**src/rtl/flag_shifter_pkg.sv**
```systemverilog
// Shared types for the register-controlled shifter.
// Assumes: the 2-bit shift selector encoding below is fixed for decoders.
package flag_shifter_pkg;
    typedef enum logic [1:0] {
        SHK_LSL = 2'd0,
        SHK_LSR = 2'd1,
        SHK_ASR = 2'd2,
        SHK_ROR = 2'd3
    } shift_kind_e;
endpackage

```
**src/rtl/shamt_classify.sv**
```systemverilog
// Classifies the effective shift amount into the regions that the shift
// rules distinguish: zero, equal to the width, above the width, and the
// amount modulo the width.
// Assumes: DATA_W is a power of two and fits in AMT_W bits.
module shamt_classify #(
    parameter int DATA_W = 32,
    parameter int AMT_W  = 8,
    localparam int SH_W  = $clog2(DATA_W)
) (
    input  logic [AMT_W-1:0] amt,
    output logic             is_zero,
    output logic             is_width,
    output logic             is_over,
    output logic             mod_zero,
    output logic [SH_W-1:0]  amt_mod
);
    localparam logic [AMT_W-1:0] WIDTH_AMT = AMT_W'(DATA_W);

    // Region decode of the low-byte amount
    always_comb begin
        is_zero  = (amt == '0);
        is_width = (amt == WIDTH_AMT);
        is_over  = (amt > WIDTH_AMT);
        amt_mod  = amt[SH_W-1:0];
        mod_zero = (amt[SH_W-1:0] == '0);
    end
endmodule

```
**src/rtl/shift_datapath.sv**
```systemverilog
// Combinational shift/rotate with carry-out for one operation.
// Assumes: region flags come from shamt_classify for the same amount;
// carry_in is the current carry register, returned when the amount is 0.
module shift_datapath
    import flag_shifter_pkg::*;
#(
    parameter int DATA_W = 32,
    localparam int SH_W  = $clog2(DATA_W)
) (
    input  shift_kind_e        kind,
    input  logic [DATA_W-1:0]  din,
    input  logic               carry_in,
    input  logic               is_zero,
    input  logic               is_width,
    input  logic               is_over,
    input  logic               mod_zero,
    input  logic [SH_W-1:0]    amt_mod,
    output logic [DATA_W-1:0]  dout,
    output logic               carry_out
);
    logic [DATA_W:0]   left_ext;
    logic [DATA_W:0]   right_ext;
    logic [DATA_W:0]   arith_ext;
    logic [2*DATA_W-1:0] rot_ext;
    logic              msb;

    // Extended shifts: the extra bit collects the last bit shifted out
    always_comb begin
        msb       = din[DATA_W-1];
        left_ext  = {1'b0, din} << amt_mod;
        right_ext = {din, 1'b0} >> amt_mod;
        arith_ext = $unsigned($signed({din, 1'b0}) >>> amt_mod);
        rot_ext   = {din, din} >> amt_mod;
    end

    // Per-kind selection of result and carry by amount region
    always_comb begin
        dout      = din;
        carry_out = carry_in;
        if (!is_zero) begin
            unique case (kind)
                SHK_LSL: begin
                    if (is_over) begin
                        dout = '0; carry_out = 1'b0;
                    end else if (is_width) begin
                        dout = '0; carry_out = din[0];
                    end else begin
                        dout = left_ext[DATA_W-1:0]; carry_out = left_ext[DATA_W];
                    end
                end
                SHK_LSR: begin
                    if (is_over) begin
                        dout = '0; carry_out = 1'b0;
                    end else if (is_width) begin
                        dout = '0; carry_out = msb;
                    end else begin
                        dout = right_ext[DATA_W:1]; carry_out = right_ext[0];
                    end
                end
                SHK_ASR: begin
                    if (is_over || is_width) begin
                        dout = {DATA_W{msb}}; carry_out = msb;
                    end else begin
                        dout = arith_ext[DATA_W:1]; carry_out = arith_ext[0];
                    end
                end
                SHK_ROR: begin
                    if (mod_zero) begin
                        dout = din; carry_out = msb;
                    end else begin
                        dout = rot_ext[DATA_W-1:0]; carry_out = rot_ext[DATA_W-1];
                    end
                end
                default: begin
                    dout = din; carry_out = carry_in;
                end
            endcase
        end
    end
endmodule

```
**src/rtl/flag_shifter.sv**
```systemverilog
// Top of the register-controlled shifter: classifies the low-byte amount,
// runs the datapath and registers the result and the carry flag.
// Assumes: inputs are stable around the rising edge; reset is synchronous
// and active low.
module flag_shifter
    import flag_shifter_pkg::*;
#(
    parameter int DATA_W = 32,
    parameter int AMT_W  = 8,
    localparam int SH_W  = $clog2(DATA_W)
) (
    input  logic              clk,
    input  logic              rst_n,
    input  logic              valid_in,
    input  logic [1:0]        shift_op,
    input  logic              update_flags,
    input  logic [DATA_W-1:0] data_in,
    input  logic [DATA_W-1:0] shift_amt,
    output logic [DATA_W-1:0] result,
    output logic              carry_flag
);
    logic              amt_zero, amt_width, amt_over, amt_mod_zero;
    logic [SH_W-1:0]   amt_mod;
    logic [DATA_W-1:0] next_result;
    logic              next_carry;
    logic              unused_amt_hi;
    shift_kind_e       kind;
    logic [AMT_W-1:0]  amt_low;

    // Only the low amount bits are decoded; the rest are dropped here
    assign amt_low       = shift_amt[AMT_W-1:0];
    assign unused_amt_hi = ^shift_amt[DATA_W-1:AMT_W];
    assign kind          = shift_kind_e'(shift_op);

    shamt_classify #(.DATA_W(DATA_W), .AMT_W(AMT_W)) u_classify (
        .amt      (amt_low),
        .is_zero  (amt_zero),
        .is_width (amt_width),
        .is_over  (amt_over),
        .mod_zero (amt_mod_zero),
        .amt_mod  (amt_mod)
    );

    shift_datapath #(.DATA_W(DATA_W)) u_path (
        .kind      (kind),
        .din       (data_in),
        .carry_in  (carry_flag),
        .is_zero   (amt_zero),
        .is_width  (amt_width),
        .is_over   (amt_over),
        .mod_zero  (amt_mod_zero),
        .amt_mod   (amt_mod),
        .dout      (next_result),
        .carry_out (next_carry)
    );

    // Result register: loads on a valid operation
    always_ff @(posedge clk) begin
        if (!rst_n)
            result <= '0;
        else if (valid_in)
            result <= next_result;
    end

    // Carry register: loads on a valid operation that requests a flag write
    always_ff @(posedge clk) begin
        if (!rst_n)
            carry_flag <= 1'b0;
        else if (valid_in && update_flags)
            carry_flag <= next_carry;
    end

    a_r10_reset_clears: assert property (@(posedge clk)
        !rst_n |=> (result == '0 && carry_flag == 1'b0));

    a_r8_result_holds: assert property (@(posedge clk) disable iff (!rst_n)
        !valid_in |=> $stable(result));

    a_r9_carry_holds: assert property (@(posedge clk) disable iff (!rst_n)
        !(valid_in && update_flags) |=> $stable(carry_flag));

    a_r2_zero_passthrough: assert property (@(posedge clk) disable iff (!rst_n)
        (valid_in && shift_amt[AMT_W-1:0] == '0)
        |=> (result == $past(data_in) && carry_flag == $past(carry_flag)));

    a_r5_asr_saturates: assert property (@(posedge clk) disable iff (!rst_n)
        (valid_in && shift_op == 2'd2 && shift_amt[AMT_W-1:0] >= AMT_W'(DATA_W))
        |=> (result == {DATA_W{$past(data_in[DATA_W-1])}}));

    a_r3_lsl_over_clears: assert property (@(posedge clk) disable iff (!rst_n)
        (valid_in && update_flags && shift_op == 2'd0 && shift_amt[AMT_W-1:0] > AMT_W'(DATA_W))
        |=> (result == '0 && !carry_flag));

    a_r7_ror_whole_turn: assert property (@(posedge clk) disable iff (!rst_n)
        (valid_in && update_flags && shift_op == 2'd3 && shift_amt[AMT_W-1:0] != '0
         && shift_amt[SH_W-1:0] == '0)
        |=> (result == $past(data_in) && carry_flag == $past(data_in[DATA_W-1])));
endmodule

```
**config.mk**
```make
export PLATFORM = sky130hd
export DESIGN_NAME = flag_shifter
export DESIGN_NICKNAME = d
export VERILOG_FILES = /design/src/rtl/flag_shifter_pkg.sv /design/src/rtl/shamt_classify.sv /design/src/rtl/shift_datapath.sv /design/src/rtl/flag_shifter.sv
export SDC_FILE = /design/constraint.sdc
export NUM_CORES = 1
export LEC_CHECK = 0
export ABC_CLOCK_PERIOD_IN_PS = 2300
export BUFFER_PORTS_ARGS = -buffer_cell sky130_fd_sc_hd__clkbuf_2
export CAP_MARGIN = 30
export CORE_MARGIN = 2
export CORE_UTILIZATION = 55
export CTS_CLUSTER_SIZE = 28
export DETAILED_ROUTE_END_ITERATION = 10
export PLACE_DENSITY = 0.8
export SLEW_MARGIN = 20
export SYNTH_ARGS = -nofsm -noshare
export SYNTH_HDL_FRONTEND = slang
export SYNTH_SLANG_ARGS = --single-unit
```
**constraint.sdc**
```tcl
create_clock -name clk -period 2.3 [get_ports clk]
set_input_delay 0.46 -clock clk [delete_from_list [all_inputs] [get_ports clk]]
set_output_delay 0.46 -clock clk [all_outputs]
set_load 0.1 [all_outputs]
```
==> flow_summary_export.csv, run 1 <==
group,metric,value,unit
logic_synthesis,syn_avg_cell_area,8.13,µm²
logic_synthesis,yosys-top-cells-area,"mux4_2 21%, mux2i_1 8.6%, dfxtp_1 8.5%",
global_route,grt_pass1_wl,75400,µm
logic_synthesis,synth_top_cells_by_count,"90 x nand2_1, 73 x mux4_2, 70 x clkbuf_1, 67 x mux2i_1, 65 x nor2_1",
logic_synthesis,synth-async-reset-ratio,0,
placement,io_buffer_count,78,
floorplan,die_height,123,µm
global_route,grt_max_degree,39,
logic_synthesis,area_leader_netlist,"mux4_2",
outcome,error,"[ERROR GRT-0116] Global routing finished with congestion. Check the congestion regions in the DRC Viewer.",
logic_synthesis,postSynthRegisterBits,33,
floorplan,row_count,43,
clocking,cts_num_sinks,33,
outcome,run_status,"stopped before the end",
outcome,lastStage,"global routing (5_1_grt)",
logic_synthesis,netlist-cell-type-count,82,
logic_synthesis,yosys.cell_count.top_type,"nand2_1",
logic_synthesis,yosys_warnings,0,
global_route,grt.overflow.total,13,
floorplan,die_w,123,µm
logic_synthesis,syn_nets,1031,
global_route,first_global_vias,12642,
clocking,cts_buffer_depth,2,
clocking,clockRootBuffer,"clkbuf_16",
logic_synthesis,post_synthesis_instance_total,961,
logic_synthesis,postSynth.topFlopCell,"dfxtp_1",
global_route,grt_use_total,0.668,
placement,hpwlAfterDp,34000,µm
floorplan,io_pins,103,
logic_synthesis,synth_largest_type_area_fraction,0.210,
clocking,cts.htree.levels,2,
clocking,numCtsBuffers,5,
logic_synthesis,synth_edf_count,0,
logic_synthesis,syn-cell-area,7810,µm²
floorplan,initial_core_util,0.563,
placement,gp_congestion,1.38,
logic_synthesis,synth_sequential_area_ratio,0.0845,
[timing repair]
action	CTS
hold buffers	0
pin swaps	9
setup endpoints to repair	33
gates cloned	1
gates resized for setup	40
setup buffers	5
[metal layers]
layer	global-route usage	overflow
met5	0.344	0
met4	0.629	8
met3	0.521	1
met2	0.799	3
met1	0.694	1
[cell families after synthesis]
family / synth area share
AND/OR/NAND/NOR: 0.176
buffers and inverters: 0.0797
flip-flops: 0.0845
multiplexers: 0.363
AO/OA/AOI/OAI: 0.297
[through the flow]
step                      instances  instance area [µm²]  worst slack, ns  hold WS, ns   util
after floorplan                 961                 7870          -0.0726        0.658      -
after global placement         1451                10700           -0.704        0.437  0.773
after CTS                      1464                11100         -0.00289        0.450  0.800
after detailed placement       1451                10700           -0.798        0.442  0.773
==> run 2: changes to the inputs <==
--- a/config.mk
+++ b/config.mk
@@ -5,14 +5,13 @@
 export SDC_FILE = /design/constraint.sdc
 export NUM_CORES = 1
 export LEC_CHECK = 0
-export ABC_CLOCK_PERIOD_IN_PS = 2300
+export ABC_CLOCK_PERIOD_IN_PS = 2990
 export BUFFER_PORTS_ARGS = -buffer_cell sky130_fd_sc_hd__clkbuf_2
 export CAP_MARGIN = 30
 export CORE_MARGIN = 2
-export CORE_UTILIZATION = 55
-export CTS_CLUSTER_SIZE = 28
+export CORE_UTILIZATION = 40
 export DETAILED_ROUTE_END_ITERATION = 10
-export PLACE_DENSITY = 0.8
+export PLACE_DENSITY_LB_ADDON = 0.15
 export SLEW_MARGIN = 20
 export SYNTH_ARGS = -nofsm -noshare
 export SYNTH_HDL_FRONTEND = slang
==> constraint.sdc (replaced) <==
create_clock -name clk -period 2.99 [get_ports clk]
set_input_delay 0.598 -clock clk [delete_from_list [all_inputs] [get_ports clk]]
set_output_delay 0.598 -clock clk [all_outputs]
set_load 0.1 [all_outputs]
==> flow_summary_export.csv, run 2 <==
group,metric,value,unit
global_route,grt.busiest_layer,"met2",
pwr,leakagePower,0.00403,µW
timing,max_freq,355,MHz
cells_and_area,largest_register_ff_count,32,
worst_setup_path,setup.reg_to_reg.worst_slack,1.48,ns
logic_synthesis,synth_largest_type_area_fraction,0.210,
global_route,grt_pass1_wl,68300,µm
global_route,met3_usage,0.116,
routing,wl_per_cell,33.7,µm
routing,routed_wirelength,48300,µm
logic_synthesis,area_leader_netlist,"mux4_2",
placement,placed_area,9890,µm²
cells_and_area,layout_common_cells,"230 x buf_4, 90 x nand2_1, 74 x clkbuf_2",
logic_synthesis,postSynth.topFlopCell,"dfxtp_1",
clocking,cts.htree.levels,2,
routing,num_vias,10207,
cells_and_area,area_growth_syn_to_layout,28.5,%
routing,antenna_left,0,
placement,place_ws,-0.135,ns
logic_synthesis,postSynthRegisterBits,33,
logic_synthesis,post_synthesis_instance_total,961,
hold_path,hp-class,"flop to flop",
global_route,grt_max_degree,40,
outcome,run_status,"completed",
logic_synthesis,synth_top_cells_by_count,"90 x nand2_1, 73 x mux4_2, 70 x clkbuf_1, 67 x mux2i_1, 65 x nor2_1",
flow_run,max-cap-violations,0,
logic_synthesis,syn_avg_cell_area,8.13,µm²
global_route,globalRouteMet1Util,0.620,
worst_setup_path,cp_data_required_time,3.17,ns
global_route,antenna_found_initial,2,
placement,io_buffer_count,78,
clocking,cts_num_sinks,33,
timing,final-hold-violation-count,0,
logic_synthesis,synth-async-reset-ratio,0,
timing,totalNegativeSetupSlack,0,ns
logic_synthesis,yosys-top-cells-area,"mux4_2 21%, mux2i_1 8.6%, dfxtp_1 8.5%",
timing,finalSetupViolCount,0,
pwr,power.ir.vdd_worst,0.000214,V
global_route,grt_use_total,0.469,
floorplan,die_w,144,µm
logic_synthesis,yosys.cell_count.top_type,"nand2_1",
clocking,clockRootBuffer,"clkbuf_16",
timing,setup_ws,0.176,ns
clocking,numCtsBuffers,5,
timing,timing.final.crit_period,2.81,ns
clocking,clk_latency,0.29,ns
worst_setup_path,critical_path_class,"primary input to flop",
logic_synthesis,netlist-cell-type-count,82,
timing,portion_of_the_clock_cycle_consumed_by_the_worst_path_in_the_final_layout,0.941,
floorplan,core,19300,µm²
floorplan,fp.dieArea,20700,µm²
timing,relSlewSlack,0.314,
clocking,cts.reportedPaths.clkPinSlew,0.07,ns
global_route,grt.overflow.total,0,
cells_and_area,largest_registers,"result x32, carry_flag x1",
routing,detailedRoute.firstPassIterationCount,5,
cells_and_area,final_common_cell,"buf_4",
cells_and_area,final_cell_area,10000,µm²
routing,vias_per_cell,7.13,
timing,max_slew.worst_pin.slew,1.02,ns
floorplan,row_count,51,
logic_synthesis,synth_edf_count,0,
timing,rsz_0062_raised_after_global_routing,"false",
cells_and_area,fillers,1935,
timing,slew_viol_final,0,
cells_and_area,layout-drive-gt1-share,0.388,
timing,timing.clock.skew,0,ns
cells_and_area,max_flop_register,"result",
floorplan,initial_core_util,0.404,
floorplan,die_height,144,µm
routing,drt_first_iter_violations,1348,
logic_synthesis,syn-cell-area,7810,µm²
logic_synthesis,syn_nets,1031,
global_route,grt_util_met2,0.703,
placement,gp_congestion,1.08,
floorplan,io_pins,103,
cells_and_area,nets,1234,
worst_setup_path,crit_path_max_fanout,24,
worst_setup_path,setup.worst_path.end_class,"flop",
logic_synthesis,yosys_warnings,0,
clocking,cts_buffer_depth,2,
pwr,pwr_density_cell,304,nW/µm²
worst_setup_path,data_arrival_critical_path,2.99,ns
routing,drc_errors,0,
worst_setup_path,startpoint_type,"primary input",
clocking,tritoncts,"done",
logic_synthesis,synth_sequential_area_ratio,0.0845,
global_route,first_global_vias,9426,
placement,hpwlAfterDp,38700,µm
==> run 2: repair_timing <==
item                                    in CTS  in global routing
endpoints found under the setup margin       0                  2
resized for setup                            0                  2
setup buffers                                0                  0
hold buffers                                 0                  0
==> run 2: layout make-up <==
cell class / instances / area, µm² / share of cell area
antenna: 1 / 2.50 / 0.000249
clock buffer: 6 / 129 / 0.0128
clock inverter: 2 / 10.0 / 0.000997
inverter: 10 / 37.5 / 0.00374
multi-input combinational: 797 / 6540 / 0.651
sequential: 33 / 661 / 0.0658
tap: 265 / 332 / 0.0330
timing repair buffer: 317 / 2340 / 0.233
==> run 2: critical path, stage by stage <==
cell and delay, ns:
buf_8 0.23, buf_4 0.36, mux4_2 0.38, mux2i_1 0.31
mux2_1 0.23, nor2_1 0.05, buf_4 0.15, o41ai_1 0.41
buf_4 0.20, a211oi_1 0.06
==> run 2: path summary, 6_finish.rpt <==
check,startpoint,to,cells after the start
worst min-delay path,result[20]$_SDFFE_PN0P_,result[20]$_SDFFE_PN0P_,2
worst max register to register,result[2]$_SDFFE_PN0P_,result[2]$_SDFFE_PN0P_,4
worst min register to register,result[20]$_SDFFE_PN0P_,result[20]$_SDFFE_PN0P_,2
worst max-delay path,shift_amt[0],result[12]$_SDFFE_PN0P_,10
==> run 2: kinds of logic after synthesis <==
group                  synth area share
AND/OR/NAND/NOR                   0.176
flip-flops                       0.0845
AO/OA/AOI/OAI                     0.297
multiplexers                      0.363
buffers and inverters            0.0797
==> run 2: where the power goes <==
| part | internal (µW) | switching, µW | total (µW) |
|---|---|---|---|
| registers | 468 | 19.3 | 488 |
| clock network | 308 | 244 | 552 |
| logic | 764 | 1250 | 2020 |
| total | 1540 | 1520 | 3060 |
==> run 2: through the flow <==
stage	utilization	cells	hold WS, ns	total power (µW)
floorplan	-	961	0.796	1600
global placement	0.512	1421	0.435	2430
detailed placement	0.512	1421	0.444	2430
CTS	0.519	1429	0.451	2970
global route	0.520	1431	0.477	3120
finish	0.520	1431	0.448	3060
==> run 2: metal layers <==
| metal | wire length, µm | vias up |
|---|---|---|
| met5 | 0 | - |
| li1 | - | 4240 |
| met1 | 18200 | 4887 |
| met2 | 20500 | 900 |
| met3 | 6280 | 180 |
| met4 | 3280 | 0 |
No activity file was read; power rests on OpenSTA's default activity.
==> run 3: changes to the inputs <==
--- a/config.mk
+++ b/config.mk
@@ -6,11 +6,13 @@
 export NUM_CORES = 1
 export LEC_CHECK = 0
 export ABC_CLOCK_PERIOD_IN_PS = 2990
-export BUFFER_PORTS_ARGS = -buffer_cell sky130_fd_sc_hd__clkbuf_2
+export BUFFER_PORTS_ARGS = -buffer_cell sky130_fd_sc_hd__buf_2
 export CAP_MARGIN = 30
 export CORE_MARGIN = 2
 export CORE_UTILIZATION = 40
+export CTS_CLUSTER_DIAMETER = 40
 export DETAILED_ROUTE_END_ITERATION = 10
+export MAX_ROUTING_LAYER = met4
 export PLACE_DENSITY_LB_ADDON = 0.15
 export SLEW_MARGIN = 20
 export SYNTH_ARGS = -nofsm -noshare
==> flow_summary_export.csv, run 3 (synthesis results as in run 2) <==
group,metric,value,unit
timing,final-hold-violation-count,0,
clocking,cts.reportedPaths.clkPinSlew,0.06,ns
clocking,cts_buffer_depth,2,
floorplan,initial_core_util,0.404,
timing,rsz_0062_raised_after_global_routing,"false",
worst_setup_path,crit_path_max_fanout,19,
pwr,power.share.sequential,0.162,
pwr,p_switching,1490,µW
floorplan,die_w,144,µm
placement,gp_congestion,1.08,
worst_setup_path,setup.worst_path.end_class,"flop",
worst_setup_path,worst_path_largest_cell_delay,0.45,ns
clocking,holdBufCountCts,0,
global_route,grt_use_total,0.467,
floorplan,io_pins,103,
timing,finalSetupViolCount,0,
cells_and_area,final_common_cell,"buf_4",
floorplan,die_height,144,µm
clocking,post_cts.resized_instances,0,
cells_and_area,final_cell_area,9940,µm²
worst_setup_path,crit_top_cell,"buf_4",
worst_setup_path,data_arrival_critical_path,2.95,ns
cells_and_area,largest_registers,"result x32, carry_flag x1",
cells_and_area,largest_register_ff_count,32,
worst_setup_path,crit_path_top_delay_cell,"nor4_1",
global_route,grt.overflow.total,0,
floorplan,fp.dieArea,20700,µm²
pwr,clkPwrFrac,0.176,
routing,drt_first_iter_violations,1666,
floorplan,row_count,51,
global_route,grt_max_degree,39,
pwr,cell_internal_pwr,1520,µW
flow_run,max-cap-violations,0,
clocking,cts_num_sinks,33,
worst_setup_path,endpoint_of_the_worst_register_to_register_path,"result[30]$_SDFFE_PN0P_",
global_route,first_global_vias,9250,
timing,timing.clock.skew,0,ns
clocking,cts.htree.levels,2,
timing,portion_of_the_clock_cycle_consumed_by_the_worst_path_in_the_final_layout,0.934,
cells_and_area,layout_common_cells,"219 x buf_4, 90 x nand2_1, 75 x buf_2",
clocking,clockRootBuffer,"clkbuf_16",
clocking,numCtsBuffers,5,
worst_setup_path,cp_cell_sequence,"buf_6 -> buf_4 -> buf_4 -> nor4_1 -> buf_4 -> nand2_1 -> buf_4 -> o21ai_0 -> a31oi_1 -> a221oi_1 -> a211oi_1",
pwr,power.switching_fraction,0.495,
outcome,run_status,"completed",
routing,wl_per_cell,33.6,µm
cells_and_area,n_antenna_cell,0,
pwr,power.share.combinational,0.662,
placement,hpwlAfterDp,37600,µm
cells_and_area,max_flop_register,"result",
timing,timing.hold.ws,0.448,ns
worst_setup_path,cp_data_required_time,3.15,ns
routing,detailedRoute.firstPassIterationCount,8,
worst_setup_path,startpoint_type,"primary input",
routing,routed_wirelength,47600,µm
hold_path,hp-class,"flop to flop",
routing,antenna_left,0,
cells_and_area,fin_cells,1418,
pwr,pwr_density_cell,303,nW/µm²
cells_and_area,area_growth_syn_to_layout,27.2,%
timing,max_slew.worst_pin.slew,0.900,ns
clocking,tritoncts,"done",
placement,placed_area,9800,µm²
placement,io_buffer_count,78,
timing,timing.final.crit_period,2.79,ns
global_route,grt_pass1_wl,66500,µm
timing,slew_viol_final,0,
cells_and_area,layout-drive-gt1-share,0.382,
worst_setup_path,critical_path_class,"primary input to flop",
timing,totalNegativeSetupSlack,0,ns
cells_and_area,fillers,1979,
worst_setup_path,setup.worst_path.start,"shift_amt[0]",
timing,relSlewSlack,0.396,
routing,num_vias,10153,
global_route,antenna_found_initial,0,
routing,vias_per_cell,7.16,
placement,dpl.cell_count,1410,
routing,drc_errors,0,
floorplan,core,19300,µm²
worst_setup_path,reg2reg_depth,4,
clocking,clk_latency,0.28,ns
pwr,power.ir.vdd_worst,0.000212,V
worst_setup_path,crit-reg2reg-launch,"result[30]$_SDFFE_PN0P_",
worst_setup_path,crit_end,"result[0]$_SDFFE_PN0P_",
clocking,number_of_setup_buffers_added_after_cts,0,
timing,max_freq,358,MHz
worst_setup_path,setup.reg_to_reg.worst_slack,1.31,ns
pwr,leakagePower,0.00398,µW
cells_and_area,nets,1222,
## run 3: cell type report
class                      instances  area [µm²]  area share
inverter                          10        37.5     0.00378
clock inverter                     3        17.5     0.00176
tap                              265         332      0.0334
multi-input combinational        797        6540       0.658
timing repair buffer             305        2230       0.224
clock buffer                       5         125      0.0126
sequential                        33         661      0.0665
## run 3: how the worst min path moves through the flow
stage / start / endpoint / slack [ns] / cells past startpoint
after floorplan: data_in[15] / result[15]$_SDFFE_PN0P_ / 0.80 / 2
final: result[24]$_SDFFE_PN0P_ / result[24]$_SDFFE_PN0P_ / 0.45 / 2
after CTS: result[24]$_SDFFE_PN0P_ / result[24]$_SDFFE_PN0P_ / 0.45 / 2
after detailed placement: result[24]$_SDFFE_PN0P_ / result[24]$_SDFFE_PN0P_ / 0.44 / 2
after global placement: result[27]$_SDFFE_PN0P_ / result[27]$_SDFFE_PN0P_ / 0.44 / 2
after global routing: result[20]$_SDFFE_PN0P_ / result[20]$_SDFFE_PN0P_ / 0.48 / 2
## run 3: metal layers
| layer | up-vias | share of wire | wire [µm] | global-route usage |
|---|---|---|---|---|
| li1 | 4203 | - | - | - |
| met1 | 4855 | 0.38 | 18000 | 0.607 |
| met2 | 914 | 0.42 | 20200 | 0.682 |
| met3 | 181 | 0.13 | 6390 | 0.110 |
| met4 | 0 | 0.064 | 3020 | 0.226 |
| met5 | - | 0 | 0 | - |
## run 3: metrics by stage
step                setup slack, ns  total power [µW]  utilization
finish                        0.197              3010        0.514
global placement            -0.0462              2410        0.506
CTS                           0.256              2940        0.514
global route                  0.117              3080        0.514
detailed placement          -0.0348              2410        0.507
floorplan                     0.414              1600            -
## run 3: power groups by stage
stage          Clock [µW]  Sequential (µW)  Combinational (µW)
6_report              530              486                1990
3_3_place_gp            0              494                1920
5_1_grt               556              490                2030
2_1_floorplan           0              697                 899
4_1_cts               536              486                1920
3_5_place_dp            0              496                1910
## run 3: worst max-delay path: cells and delay by family
| family | cells | cell delay (ns) |
|---|---|---|
| AND/OR/NAND/NOR | 2 | 0.66 |
| AO/OA/AOI/OAI | 4 | 0.70 |
| buffers and inverters | 5 | 1.00 |
